**config.mk**
```make
export PLATFORM = sky130hd
export DESIGN_NAME = sw_tag_inserter
export DESIGN_NICKNAME = d
export VERILOG_FILES = /design/src/rtl/sw_tag_pkg.sv /design/src/rtl/sw_tag_builder.sv /design/src/rtl/sw_tag_seq.sv /design/src/rtl/sw_tag_inserter.sv
export SDC_FILE = /design/constraint.sdc
export NUM_CORES = 1
export LEC_CHECK = 0
export ABC_AREA = 1
export ABC_CLOCK_PERIOD_IN_PS = 1500
export BUFFER_PORTS_ARGS = -buffer_cell sky130_fd_sc_hd__buf_2
export CORE_MARGIN = 10
export CORE_UTILIZATION = 45
export CTS_CLUSTER_DIAMETER = 120
export CTS_CLUSTER_SIZE = 12
export DETAILED_ROUTE_END_ITERATION = 7
export HOLD_SLACK_MARGIN = 0.05
export PLACE_DENSITY = 0.8
export SLEW_MARGIN = 40
export SYNTH_ARGS = -nofsm -noshare
export SYNTH_HDL_FRONTEND = slang
export SYNTH_SLANG_ARGS = --single-unit
```
**constraint.sdc**
```tcl
create_clock -name clk -period 1.5 [get_ports clk]
set_input_delay 0.3 -clock clk [delete_from_list [all_inputs] [get_ports clk]]
set_output_delay 0.3 -clock clk [all_outputs]
set_load 0.02 [all_outputs]
```
**src/rtl/sw_tag_pkg.sv**
```systemverilog
package sw_tag_pkg;
   typedef enum logic [1:0] {
      ST_ADDR   = 2'd0,
      ST_TAG_HI = 2'd1,
      ST_TAG_LO = 2'd2,
      ST_BODY   = 2'd3
   } ins_state_t;

   localparam int VER_W = 2;
endpackage

```
**src/rtl/sw_tag_builder.sv**
```systemverilog
module sw_tag_builder
   import sw_tag_pkg::*;
#(
   parameter int PORT_W      = 3,
   parameter int PRIO_W      = 3,
   parameter int CTRL_W      = 3,
   parameter int MAP_W       = 7,
   parameter int NUM_FRONT   = 5,
   parameter int VERSION     = 2,
   parameter bit SIDEBAND_EN = 1'b1,
   localparam int TAG_W      = VER_W + PRIO_W + CTRL_W + 1 + MAP_W
) (
   input  logic [PORT_W-1:0] dport,
   input  logic [PRIO_W-1:0] prio,
   input  logic [CTRL_W-1:0] ctrl,
   output logic [TAG_W-1:0]  tag,
   output logic              bad_port
);
   logic [MAP_W-1:0]  dest_map;
   logic [PRIO_W-1:0] prio_f;
   logic [CTRL_W-1:0] ctrl_f;

   if (NUM_FRONT + 1 > MAP_W) begin : g_chk_map
      $error("sw_tag_builder: map too narrow for front ports");
   end
   if (NUM_FRONT > (1 << PORT_W)) begin : g_chk_port
      $error("sw_tag_builder: index width too small");
   end
   if (VERSION >= (1 << VER_W)) begin : g_chk_ver
      $error("sw_tag_builder: version code does not fit");
   end

   // map bit 0 is the CPU port; front index n selects bit n+1
   for (genvar b = 0; b < MAP_W; b++) begin : g_map
      if (b >= 1 && b <= NUM_FRONT) begin : g_port
         assign dest_map[b] = (dport == PORT_W'(b - 1));
      end else begin : g_zero
         assign dest_map[b] = 1'b0;
      end
   end

   if (SIDEBAND_EN) begin : g_sideband
      assign prio_f = prio;
      assign ctrl_f = ctrl;
   end else begin : g_no_sideband
      assign prio_f = '0;
      assign ctrl_f = '0;
   end

   assign bad_port = ~|dest_map;
   assign tag      = {VER_W'(VERSION), prio_f, ctrl_f, 1'b1, dest_map};
endmodule

```
**src/rtl/sw_tag_seq.sv**
```systemverilog
module sw_tag_seq
   import sw_tag_pkg::*;
#(
   parameter int ADDR_BYTES = 12,
   localparam int CNT_W     = $clog2(ADDR_BYTES + 1)
) (
   input  logic clk,
   input  logic rst_n,
   input  logic in_fire,
   input  logic in_last,
   input  logic out_fire,
   output logic frame_start,
   output logic tag_hi,
   output logic tag_lo
);
   ins_state_t       state;
   logic [CNT_W-1:0] cnt;

   if (ADDR_BYTES < 1) begin : g_chk_addr
      $error("sw_tag_seq: address span must be at least one byte");
   end

   always_ff @(posedge clk) begin
      if (!rst_n) begin
         state <= ST_ADDR;
         cnt   <= '0;
      end else begin
         unique case (state)
            ST_ADDR: begin
               if (in_fire) begin
                  if (in_last) begin
                     cnt <= '0;
                  end else if (cnt == CNT_W'(ADDR_BYTES - 1)) begin
                     cnt   <= '0;
                     state <= ST_TAG_HI;
                  end else begin
                     cnt <= cnt + 1'b1;
                  end
               end
            end
            ST_TAG_HI: if (out_fire) state <= ST_TAG_LO;
            ST_TAG_LO: if (out_fire) state <= ST_BODY;
            ST_BODY:   if (in_fire && in_last) state <= ST_ADDR;
            default:   state <= ST_ADDR;
         endcase
      end
   end

   assign frame_start = (state == ST_ADDR) && (cnt == '0);
   assign tag_hi      = (state == ST_TAG_HI);
   assign tag_lo      = (state == ST_TAG_LO);


   cnt_range_chk: assert property (@(posedge clk) disable iff (!rst_n)
      cnt <= CNT_W'(ADDR_BYTES - 1));


   tag_order_chk: assert property (@(posedge clk) disable iff (!rst_n)
      (state == ST_TAG_LO) |-> ($past(state) == ST_TAG_HI || $past(state) == ST_TAG_LO));
endmodule

```
**src/rtl/sw_tag_inserter.sv**
```systemverilog
module sw_tag_inserter
   import sw_tag_pkg::*;
#(
   parameter int DATA_W      = 8,
   parameter int ADDR_BYTES  = 12,
   parameter int PORT_W      = 3,
   parameter int PRIO_W      = 3,
   parameter int CTRL_W      = 3,
   parameter int MAP_W       = 7,
   parameter int NUM_FRONT   = 5,
   parameter int VERSION     = 2,
   parameter bit SIDEBAND_EN = 1'b1
) (
   input  logic              clk,
   input  logic              rst_n,
   input  logic              s_valid,
   output logic              s_ready,
   input  logic [DATA_W-1:0] s_data,
   input  logic              s_last,
   input  logic [PORT_W-1:0] s_dport,
   input  logic [PRIO_W-1:0] s_prio,
   input  logic [CTRL_W-1:0] s_ctrl,
   output logic              m_valid,
   input  logic              m_ready,
   output logic [DATA_W-1:0] m_data,
   output logic              m_last,
   output logic              bad_dest
);
   localparam int TAG_W = VER_W + PRIO_W + CTRL_W + 1 + MAP_W;

   if (TAG_W != 2 * DATA_W) begin : g_chk_tag
      $error("sw_tag_inserter: tag must be exactly two data beats");
   end

   logic [TAG_W-1:0] tag_new, tag_q;
   logic             bad_new, bad_q;
   logic             frame_start, tag_hi, tag_lo, in_tag;
   logic             in_fire, out_fire;

   sw_tag_builder #(
      .PORT_W(PORT_W), .PRIO_W(PRIO_W), .CTRL_W(CTRL_W), .MAP_W(MAP_W),
      .NUM_FRONT(NUM_FRONT), .VERSION(VERSION), .SIDEBAND_EN(SIDEBAND_EN)
   ) builder_i (
      .dport(s_dport), .prio(s_prio), .ctrl(s_ctrl),
      .tag(tag_new), .bad_port(bad_new)
   );

   sw_tag_seq #(.ADDR_BYTES(ADDR_BYTES)) seq_i (
      .clk(clk), .rst_n(rst_n),
      .in_fire(in_fire), .in_last(s_last), .out_fire(out_fire),
      .frame_start(frame_start), .tag_hi(tag_hi), .tag_lo(tag_lo)
   );

   assign in_tag   = tag_hi | tag_lo;
   assign in_fire  = s_valid & s_ready;
   assign out_fire = m_valid & m_ready;

   always_ff @(posedge clk) begin
      if (!rst_n) begin
         tag_q <= '0;
         bad_q <= 1'b0;
      end else begin
         bad_q <= in_fire & frame_start & bad_new;
         if (in_fire && frame_start) tag_q <= tag_new;
      end
   end

   always_comb begin
      if (in_tag) begin
         m_valid = 1'b1;
         m_data  = tag_hi ? tag_q[TAG_W-1 -: DATA_W] : tag_q[DATA_W-1:0];
         m_last  = 1'b0;
         s_ready = 1'b0;
      end else begin
         m_valid = s_valid;
         m_data  = s_data;
         m_last  = s_last;
         s_ready = m_ready;
      end
   end

   assign bad_dest = bad_q;


   tag_ver_chk: assert property (@(posedge clk) disable iff (!rst_n)
      (tag_hi && m_valid) |-> (m_data[DATA_W-1 -: VER_W] == VER_W'(VERSION)));


   tag_cpu_flag_chk: assert property (@(posedge clk) disable iff (!rst_n)
      (tag_lo && m_valid) |-> m_data[MAP_W]);


   map_onehot_chk: assert property (@(posedge clk) disable iff (!rst_n)
      tag_lo |-> ($onehot0(m_data[MAP_W-1:0]) && !m_data[0]));


   tag_no_last_chk: assert property (@(posedge clk) disable iff (!rst_n)
      in_tag |-> (!m_last && !s_ready));


   tag_hold_chk: assert property (@(posedge clk) disable iff (!rst_n)
      (in_tag && !m_ready) |=> (in_tag && $stable(m_data)));


   bad_after_accept_chk: assert property (@(posedge clk) disable iff (!rst_n)
      bad_dest |-> $past(s_valid && s_ready));
endmodule

```
==> impl_metrics.py, run 1 <==
metrics = {
    "timing": {
        "finalCriticalPeriod_ns": 1.798,
        "relSlewSlack_pct": 83.34,
        "hold_violations": 0,
        "worst_pin_slew_ns": 0.2497,
        "period_share_pct": 119.9,
        "setup_viol": 27,
        "fmax_ghz": 0.5561,
        "maxSlewViolCount": 0,
        "setup_ws_ns": -0.2981,
        "rsz0062_at_grt": "yes",
        "finClkSkew_ns": 0.006532,
    },
    "yosys": {
        "synth_most_common_cell": "nor2_1",
        "ys_top_cells_by_count": "nor2_1 (31), nand2_1 (26), o21ai_0 (20)",
        "syn_nets": 192,
        "avgSynthCellArea_um2": 7.001,
        "ys.flop_type": "dfxtp_1",
        "post-synth-top-area-cell": "dfxtp_1",
        "seq_area_frac_synth_pct": 33.33,
        "yosys_register_bits": 19,
        "synth_area_um2": 1141,
        "synth_cell_types": 23,
        "synth_top_area_share_pct": 33.33,
        "synth.area.top_cells": "dfxtp_1 (33%), nor2_1 (10%), o21ai_0 (8.8%)",
        "synthArstFlopShare_pct": 0,
        "syn_inst": 163,
        "ys_warn_count": 0,
        "synth_edf_count": 0,
    },
    "pwr": {
        "power_density_nw_per_um2": 1530,
        "peakVddDrop_uv": 1268,
        "p_total_uw": 2445,
        "leakagePower_uw": 0.0007609,
    },
    "global_routing": {
        "grt_antenna_before_repair": 0,
        "grt_util_met1_pct": 13.16,
        "grt_max_degree": 15,
        "grtUsageMet3_pct": 3.107,
        "grt_overflow_total": 0,
        "busiest_layer": "met2",
        "grt_util_met2_pct": 18.76,
        "grt_pass1_vias": 1118,
        "grt_pass1_wl_mm": 4.816,
        "grtUsageTotal_pct": 11.34,
    },
    "detailed_routing": {
        "routed-via-count": 1167,
        "routed_wl_mm": 2.980,
        "drt_iter0_drc": 74,
        "first_pass_iters": 4,
        "vias_per_cell": 4.903,
        "drcViolationCount": 0,
        "wl_per_cell_um": 12.52,
        "detail-route-antenna-nets": 0,
    },
    "min_path": {
        "whs_endpoint": "tag_q[10]",
        "hold_depth": 3,
        "min-delay-start": "s_ctrl[2]",
        "hp-class": "in2reg",
    },
    "worst_setup_path": {
        "r2r-end": "tag_q[8]",
        "r2r-start": "seq_i.state[1]",
        "crit_arrival_ns": 1.50,
        "r2r_setup_slack_ns": -0.27,
        "crit_type": "reg2out",
        "crit_start": "seq_i.state[1]",
        "end_kind": "output pin",
        "crit_path_cell_trace": "inv_4 -> ha_4 -> buf_6 -> buf_6 -> nor2_8 -> buf_6",
        "required_ns": 1.20,
        "slowest_delay_ns": 0.37,
        "crit_path_start_kind": "flop",
        "crit_fanout": 6,
        "path_common_cell": "buf_6",
        "reg2regPathDepth": 10,
        "cpMaxStageDelayCell": "dfxtp_2",
    },
    "finish": {
        "drive_above_1_share_pct": 40.87,
        "utilization_pct": 65.09,
        "area_delta_synth_final_pct": 40.02,
        "seq_area_um2": 385.4,
        "design_area_um2": 1598,
        "nFillCells": 203,
        "nets": 238,
        "multi_input_area_um2": 726.9,
        "antennaDiodeCount": 0,
    },
    "floorplan": {
        "dieHeight_um": 70.36,
        "core_area_um2": 2455,
        "ios": 34,
        "die_w_um": 70.36,
        "row_count": 18,
        "die_area_um2": 4950,
        "initial_core_util_pct": 46.48,
    },
    "clocking": {
        "cts.reportedPaths.clkPinSlew_ns": 0.11,
        "cts.path.max_buffers": 2,
        "cts_root_buf": "clkbuf_4",
        "cts-htree-levels": 1,
        "cts_buffers": 3,
        "clock_latency_ns": 0.30,
        "clkSinkCount": 19,
        "cts_tree": "done",
    },
    "run_status": {
        "outcome": "finished with violations",
        "violations": "setup timing",
    },
    "placed_design": {
        "dp_hpwl_mm": 2.273,
        "io_buffers": 33,
        "gp_congestion": 0.8167,
        "placedInstanceArea_um2": 1408,
    },
    "job": {
        "maxCapViolCount": 0,
    },
}
==> power by group <==
part           internal [uW]  leakage (uW)  switching [uW]
combinational            671      0.000587             826
sequential               619      0.000156            63.8
clock                   99.5     0.0000177             166
==> worst max path at each step <==
stage / endpoint / cells after the start
2_1_floorplan: tag_q[1] / 10
3_3_place_gp: seq_i.cnt[3] / 8
3_5_place_dp: seq_i.cnt[3] / 8
4_1_cts: m_data[2] / 6
5_1_grt: tag_q[8] / 10
6_report: s_ready / 6
==> layout by cell type, fill, tap and decap left out, drive strengths merged <==
master  count
buf        46
nor2       34
nand2      26
o21ai      24
inv        21
dfxtp      19
a21oi      11
nand3       8
ha          7
nor3        4
clkbuf      3
nand4       2
or2         1
nor4        1
clkinv      1
==> metal layers <==
layer | vias up | part of all wire [%]
met5 | - | 0
met4 | 0 | 2.2
met3 | 6 | 3.7
met2 | 24 | 50
met1 | 522 | 44
li1 | 615 | -
==> stage by stage <==
stage | worst slack, ns | instances | hold WS (ns) | setup TNS (ns)
6_report | -0.2981 | 238 | 0.2127 | -5.706
5_1_grt | -0.3729 | 238 | 0.2234 | -8.205
4_1_cts | -0.2596 | 235 | 0.2084 | -3.556
2_1_floorplan | -0.05878 | 163 | 0.4349 | -0.4273
3_3_place_gp | -0.01613 | 230 | 0.4626 | -0.01613
3_5_place_dp | -0.06863 | 230 | 0.4707 | -0.1610
==> sequential cells by signal (all words and copies together) (netlist names) <==
signal and cells:
seq_i.state 2, seq_i.cnt 4, tag_q 12, bad_dest 1
==> final cells by class <==
cell class                 instances  share of cell area (%)
inverter                          21                   5.560
multi-input combinational        118                   45.50
timing repair buffer              46                   20.75
tap                               30                   2.349
sequential                        19                   24.12
clock inverter                     1                  0.3132
clock buffer                       3                   1.410
==> critical path, delay by kind of cell (launching register included) <==
kind / cells / cell delay [ns]
fa+ha+maj: 1 / 0.26
simple gates: 1 / 0.12
flops: 1 / 0.37
buf+inv: 4 / 0.44
==> repair_timing <==
action	4_1_cts	5_1_grt
pin swaps	3	8
buffers inserted	1	4
gates resized for setup	23	28
endpoints found under the setup margin	16	30
hold buffers	0	0
==> cell families (layout without fill, tap and decap cells) <==
group | count (synthesis) | in the layout | share of synthesized area [%]
adder cells (fa/ha/maj) | 7 | 7 | 7.675
buffers and inverters | 26 | 71 | 10.85
AO/OA/AOI/OAI | 35 | 35 | 15.68
flip-flops | 19 | 19 | 33.33
AND/OR/NAND/NOR | 76 | 76 | 32.46
(Power assumes the default switching activity.)
==> inputs of run 2 (changes only) <==
CAP_MARGIN = 40   (was default)
REMOVE_ABC_BUFFERS = 1   (was default)
==> run 2 against run 1 <==
The run still ends with setup timing left; sequential share of layout area decreased by 0.87 points; global-route usage grew 0.68 points; clock skew is 0.0037 ns lower; largest cell class unchanged; fmax grew 0.39%.
==> impl_metrics.py, run 2 (synthesis results as in run 1) <==
metrics = {
    "run_status": {
        "outcome": "finished with violations",
        "violations": "setup timing",
    },
    "detailed_routing": {
        "detail-route-antenna-nets": 0,
        "first_pass_iters": 4,
        "drt_iter0_drc": 101,
        "wl_per_cell_um": 12.18,
        "drcViolationCount": 0,
        "routed-via-count": 1185,
        "routed_wl_mm": 2.972,
        "vias_per_cell": 4.857,
    },
    "finish": {
        "utilization_pct": 67.07,
        "antennaDiodeCount": 0,
        "largest_reg_flops": 12,
        "top_register": "tag_q",
        "final_common_cell": "nor2_1",
        "top_regs": "tag_q x12, seq_i.cnt x4, seq_i.state x2",
        "finalNonFillerCells": 244,
        "drive_above_1_share_pct": 42.06,
        "nets": 244,
        "mostFrequentLayoutCells": "nor2_1 (29), buf_2 (22), nand2_1 (21), buf_4 (19), dfxtp_1 (17)",
        "area_delta_synth_final_pct": 44.30,
    },
    "pwr": {
        "power_density_nw_per_um2": 1562,
        "leakagePower_uw": 0.0007833,
        "peakVddDrop_uv": 1136,
    },
    "clocking": {
        "cts-htree-levels": 1,
        "cts.path.max_buffers": 2,
        "clkSinkCount": 19,
        "clock_latency_ns": 0.30,
        "cts_tree": "done",
        "cts.reportedPaths.clkPinSlew_ns": 0.10,
        "postCtsHoldBufs": 0,
        "cts_root_buf": "clkbuf_4",
        "cts_buffers": 3,
    },
    "global_routing": {
        "grt_overflow_total": 0,
        "grtUsageMet3_pct": 3.672,
        "grt_max_degree": 12,
        "grt_antenna_before_repair": 0,
        "busiest_layer": "met2",
        "grt_util_met1_pct": 14.04,
        "grt_pass1_vias": 1200,
        "grtUsageTotal_pct": 12.03,
        "grt_util_met2_pct": 19.56,
        "grt_pass1_wl_mm": 5.106,
    },
    "timing": {
        "hold_violations": 0,
        "period_share_pct": 119.4,
        "setup_ws_ns": -0.2912,
        "finClkSkew_ns": 0.002868,
        "worst_pin_slew_ns": 0.2278,
        "tns_ns": -3.059,
        "maxSlewViolCount": 0,
        "setup_viol": 22,
        "rsz0062_at_grt": "yes",
        "fmax_ghz": 0.5583,
        "relSlewSlack_pct": 84.69,
        "finalCriticalPeriod_ns": 1.791,
        "holdWs_ns": 0.2230,
    },
    "placed_design": {
        "gp_congestion": 0.8122,
        "dp_hpwl_mm": 2.222,
        "place_inst": 239,
        "io_buffers": 33,
    },
    "worst_setup_path": {
        "crit_path_start_kind": "flop",
        "crit_type": "reg2out",
        "end_kind": "output pin",
        "crit_path_cell_trace": "inv_4 -> ha_4 -> buf_6 -> o21ai_2 -> o21ai_1 -> buf_4",
        "cp.depth": 6,
        "reg2regPathDepth": 10,
        "crit_family": "flip-flops",
        "slowest_delay_ns": 0.37,
        "cpMaxStageDelayCell": "dfxtp_2",
        "crit_fanout": 7,
        "required_ns": 1.20,
        "path_buf_inv": 3,
        "crit_arrival_ns": 1.49,
    },
    "min_path": {
        "hold_depth": 3,
        "hp-class": "in2reg",
    },
    "floorplan": {
        "row_count": 18,
        "dieHeight_um": 70.36,
        "ios": 34,
        "core_area_um2": 2455,
        "die_area_um2": 4950,
        "die_w_um": 70.36,
        "initial_core_util_pct": 46.48,
    },
    "job": {
        "maxCapViolCount": 0,
    },
}
## run 2: worst min-delay path, delay by kind of cell
family                 cells  cell delay, ns
and+or+nand+nor            2            0.11
buffers and inverters      1            0.08
## run 2: layout make-up
type | instances | area, um^2
clock buffers | 4 | 26.28
fillers | 204 | 808.3
flip-flops and latches | 19 | 382.9
multi-input cells | 118 | 734.5
repair buffers | 52 | 376.6
well taps | 30 | 37.54
inverters | 21 | 88.84
## run 2: metal layers
| metal | wire length (um) | part of all wire, % | up-vias |
|---|---|---|---|
| met1 | 1393 | 47 | 509 |
| li1 | - | - | 629 |
| met4 | 40 | 1.3 | 0 |
| met2 | 1393 | 47 | 41 |
| met3 | 144 | 4.8 | 6 |
| met5 | 0 | 0 | - |
## run 2: what timing repair did
action / 4_1_cts / 5_1_grt
pin swaps: 5 / 8
buffers inserted: 0 / 1
gates resized for setup: 45 / 22
setup endpoints to repair: 29 / 30
## run 2: worst paths after layout
check	from	endpoint	slack [ns]
setup / recovery	seq_i.state[1]	m_data[4]	-0.29
hold / removal	s_ctrl[1]	tag_q[9]	0.22
setup reg to reg	seq_i.state[1]	tag_q[5]	-0.07
hold reg to reg	tag_q[7]	tag_q[7]	0.49
## run 2: where the power goes
group | internal (uW) | total (uW) | switching [uW]
combinational | 763 | 1630 | 866
clock | 104 | 264 | 160
sequential | 616 | 679 | 62.9
total | 1480 | 2570 | 1090
## run 2: per-stage QoR
stage                     cell area, um^2  setup slack [ns]  total power (uW)
after floorplan                      1096           -0.3812              1377
after global placement               1434          -0.07438              1891
after detailed placement             1434           -0.1331              1908
after CTS                            1568           -0.2967              2425
after global routing                 1647           -0.3497              2759
final                                1647           -0.2912              2572
==> inputs of run 3 (changes only) <==
CORE_ASPECT_RATIO = 0.8   (was default)
SLEW_MARGIN = default   (was 40)
==> run 3 against run 2 <==
The run still ends with setup timing left; total power rose by 11%; first-iteration DRC count fell by 47%; final area rose by 11%; fmax fell by 0.34%; global-route usage rose by 0.67 points; utilization rose by 7.7 points; worst setup slack got worse by 0.0060 ns.
==> impl_metrics.py, run 3 (synthesis results as in run 1) <==
metrics = {
    "worst_setup_path": {
        "crit_arrival_ns": 1.50,
        "crit_path_start_kind": "flop",
        "crit_fanout": 6,
        "reg2regPathDepth": 10,
        "end_kind": "output pin",
        "required_ns": 1.20,
        "r2r_setup_slack_ns": -0.25,
        "r2r-start": "seq_i.state[0]",
        "crit_type": "reg2out",
        "r2r-end": "tag_q[10]",
        "crit_end": "m_data[4]",
        "crit_start": "seq_i.state[1]",
    },
    "finish": {
        "antennaDiodeCount": 0,
        "drive_above_1_share_pct": 51.61,
        "largest_reg_flops": 12,
        "top_register": "tag_q",
        "nFillCells": 195,
        "multi_input_area_um2": 827.0,
        "design_area_um2": 1826,
        "top_regs": "tag_q x12, seq_i.cnt x4, seq_i.state x2",
        "area_delta_synth_final_pct": 59.98,
        "final_common_cell": "nor2_1",
        "seq_area_um2": 385.4,
        "nets": 247,
        "mostFrequentLayoutCells": "nor2_1 (25), buf_2 (22), buf_6 (19), nand2_1 (18), dfxtp_1 (17)",
    },
    "detailed_routing": {
        "drcViolationCount": 0,
        "detail-route-antenna-nets": 0,
        "drt_iter0_drc": 54,
        "first_pass_iters": 4,
        "wl_per_cell_um": 12.81,
        "routed_wl_mm": 3.242,
        "routed-via-count": 1222,
        "vias_per_cell": 4.830,
    },
    "clocking": {
        "clock_latency_ns": 0.31,
        "postCtsHoldBufs": 0,
        "clkSinkCount": 19,
        "cts.path.max_buffers": 2,
        "cts_root_buf": "clkbuf_4",
        "cts.reportedPaths.clkPinSlew_ns": 0.12,
        "cts-htree-levels": 1,
        "cts_buffers": 3,
        "cts_tree": "done",
    },
    "pwr": {
        "leakagePower_uw": 0.0008197,
        "power_density_nw_per_um2": 1569,
        "peakVddDrop_uv": 976.4,
    },
    "global_routing": {
        "grt_pass1_vias": 1265,
        "grt_pass1_wl_mm": 5.368,
        "grt_max_degree": 15,
        "grt_overflow_total": 0,
        "grtUsageTotal_pct": 12.70,
        "grt_antenna_before_repair": 0,
    },
    "timing": {
        "worst_pin_slew_ns": 0.2411,
        "hold_violations": 0,
        "holdWs_ns": 0.2139,
        "relSlewSlack_pct": 83.80,
        "setup_viol": 26,
        "maxSlewViolCount": 0,
        "period_share_pct": 119.8,
        "finalCriticalPeriod_ns": 1.797,
        "tns_ns": -5.244,
        "setup_ws_ns": -0.2972,
        "finClkSkew_ns": 0.001409,
        "rsz0062_at_grt": "yes",
        "fmax_ghz": 0.5564,
    },
    "placed_design": {
        "gp_congestion": 0.8051,
        "place_ws_ns": -0.1554,
        "dp_hpwl_mm": 2.241,
        "io_buffers": 33,
        "placedInstanceArea_um2": 1439,
    },
    "min_path": {
        "hp-class": "in2reg",
        "hold_depth": 3,
    },
    "floorplan": {
        "row_count": 16,
        "core_area_um2": 2442,
        "ios": 34,
        "die_area_um2": 4963,
        "dieHeight_um": 65.04,
        "initial_core_util_pct": 46.72,
        "die_w_um": 76.30,
    },
    "run_status": {
        "outcome": "finished with violations",
        "violations": "setup timing",
    },
    "job": {
        "maxCapViolCount": 0,
    },
}
-- run 3: cell types whose count changed in the layout (fill, tap and decap cells not counted), sizes merged --
| cell | change |
|---|---|
| clkinvlp | +2 |
| buf | +2 |
| clkbuf | -1 |
-- run 3: timing repair --
item,in CTS,in global routing
pin swaps,18,17
resized for setup,70,41
setup buffers,7,1
endpoints found under the setup margin,29,30
cloned,1,0
-- run 3: worst min-delay path by stage --
stage	end	start
floorplan	tag_q[5]	rst_n
global placement	tag_q[7]	tag_q[7]
detailed placement	tag_q[4]	tag_q[4]
CTS	tag_q[9]	s_ctrl[1]
global route	tag_q[10]	s_ctrl[2]
finish	tag_q[10]	s_ctrl[2]
-- run 3: metrics by stage --
step | utilization [%] | cells | power, uW
6_report | 74.74 | 253 | 2864
5_1_grt | 74.74 | 253 | 3058
4_1_cts | 69.72 | 254 | 2657
3_5_place_dp | 58.91 | 243 | 1928
3_3_place_gp | 58.91 | 243 | 1914
2_1_floorplan | - | 158 | 1377
-- run 3: worst max-delay path, cell delays in order, from the launching register on --
cell	delay [ns]
dfxtp_2	0.37
inv_4	0.05
ha_4	0.30
buf_6	0.13
o21ai_2	0.06
o21ai_1	0.12
buf_4	0.15
-- run 3: area by class of cell --
cell class,count,area share (%)
Timing Repair inverter,1,0.4112
Clock inverter,1,0.4112
Timing Repair Buffer,54,23.78
Tap cell,36,2.467
Clock buffer,3,1.234
Multi-Input combinational cell,118,45.31
Inverter,21,5.278
Sequential cell,19,21.11
-- run 3: metal layers --
layer	wire [um]	up-vias	global-route usage, %	part of all wire (%)
li1	-	634	-	-
met1	1423	556	14.31	44
met2	1624	26	22.25	50
met3	143	6	4.132	4.4
met4	51	0	4.398	1.6
met5	0	-	0	0
-- run 3: power breakdown --
part	internal [uW]	leakage, uW	switching (uW)	total (uW)
sequential	619	0.000156	78.9	698
clock	102	0.0000139	179	281
combinational	908	0.000650	976	1880
total	1630	0.000820	1230	2860
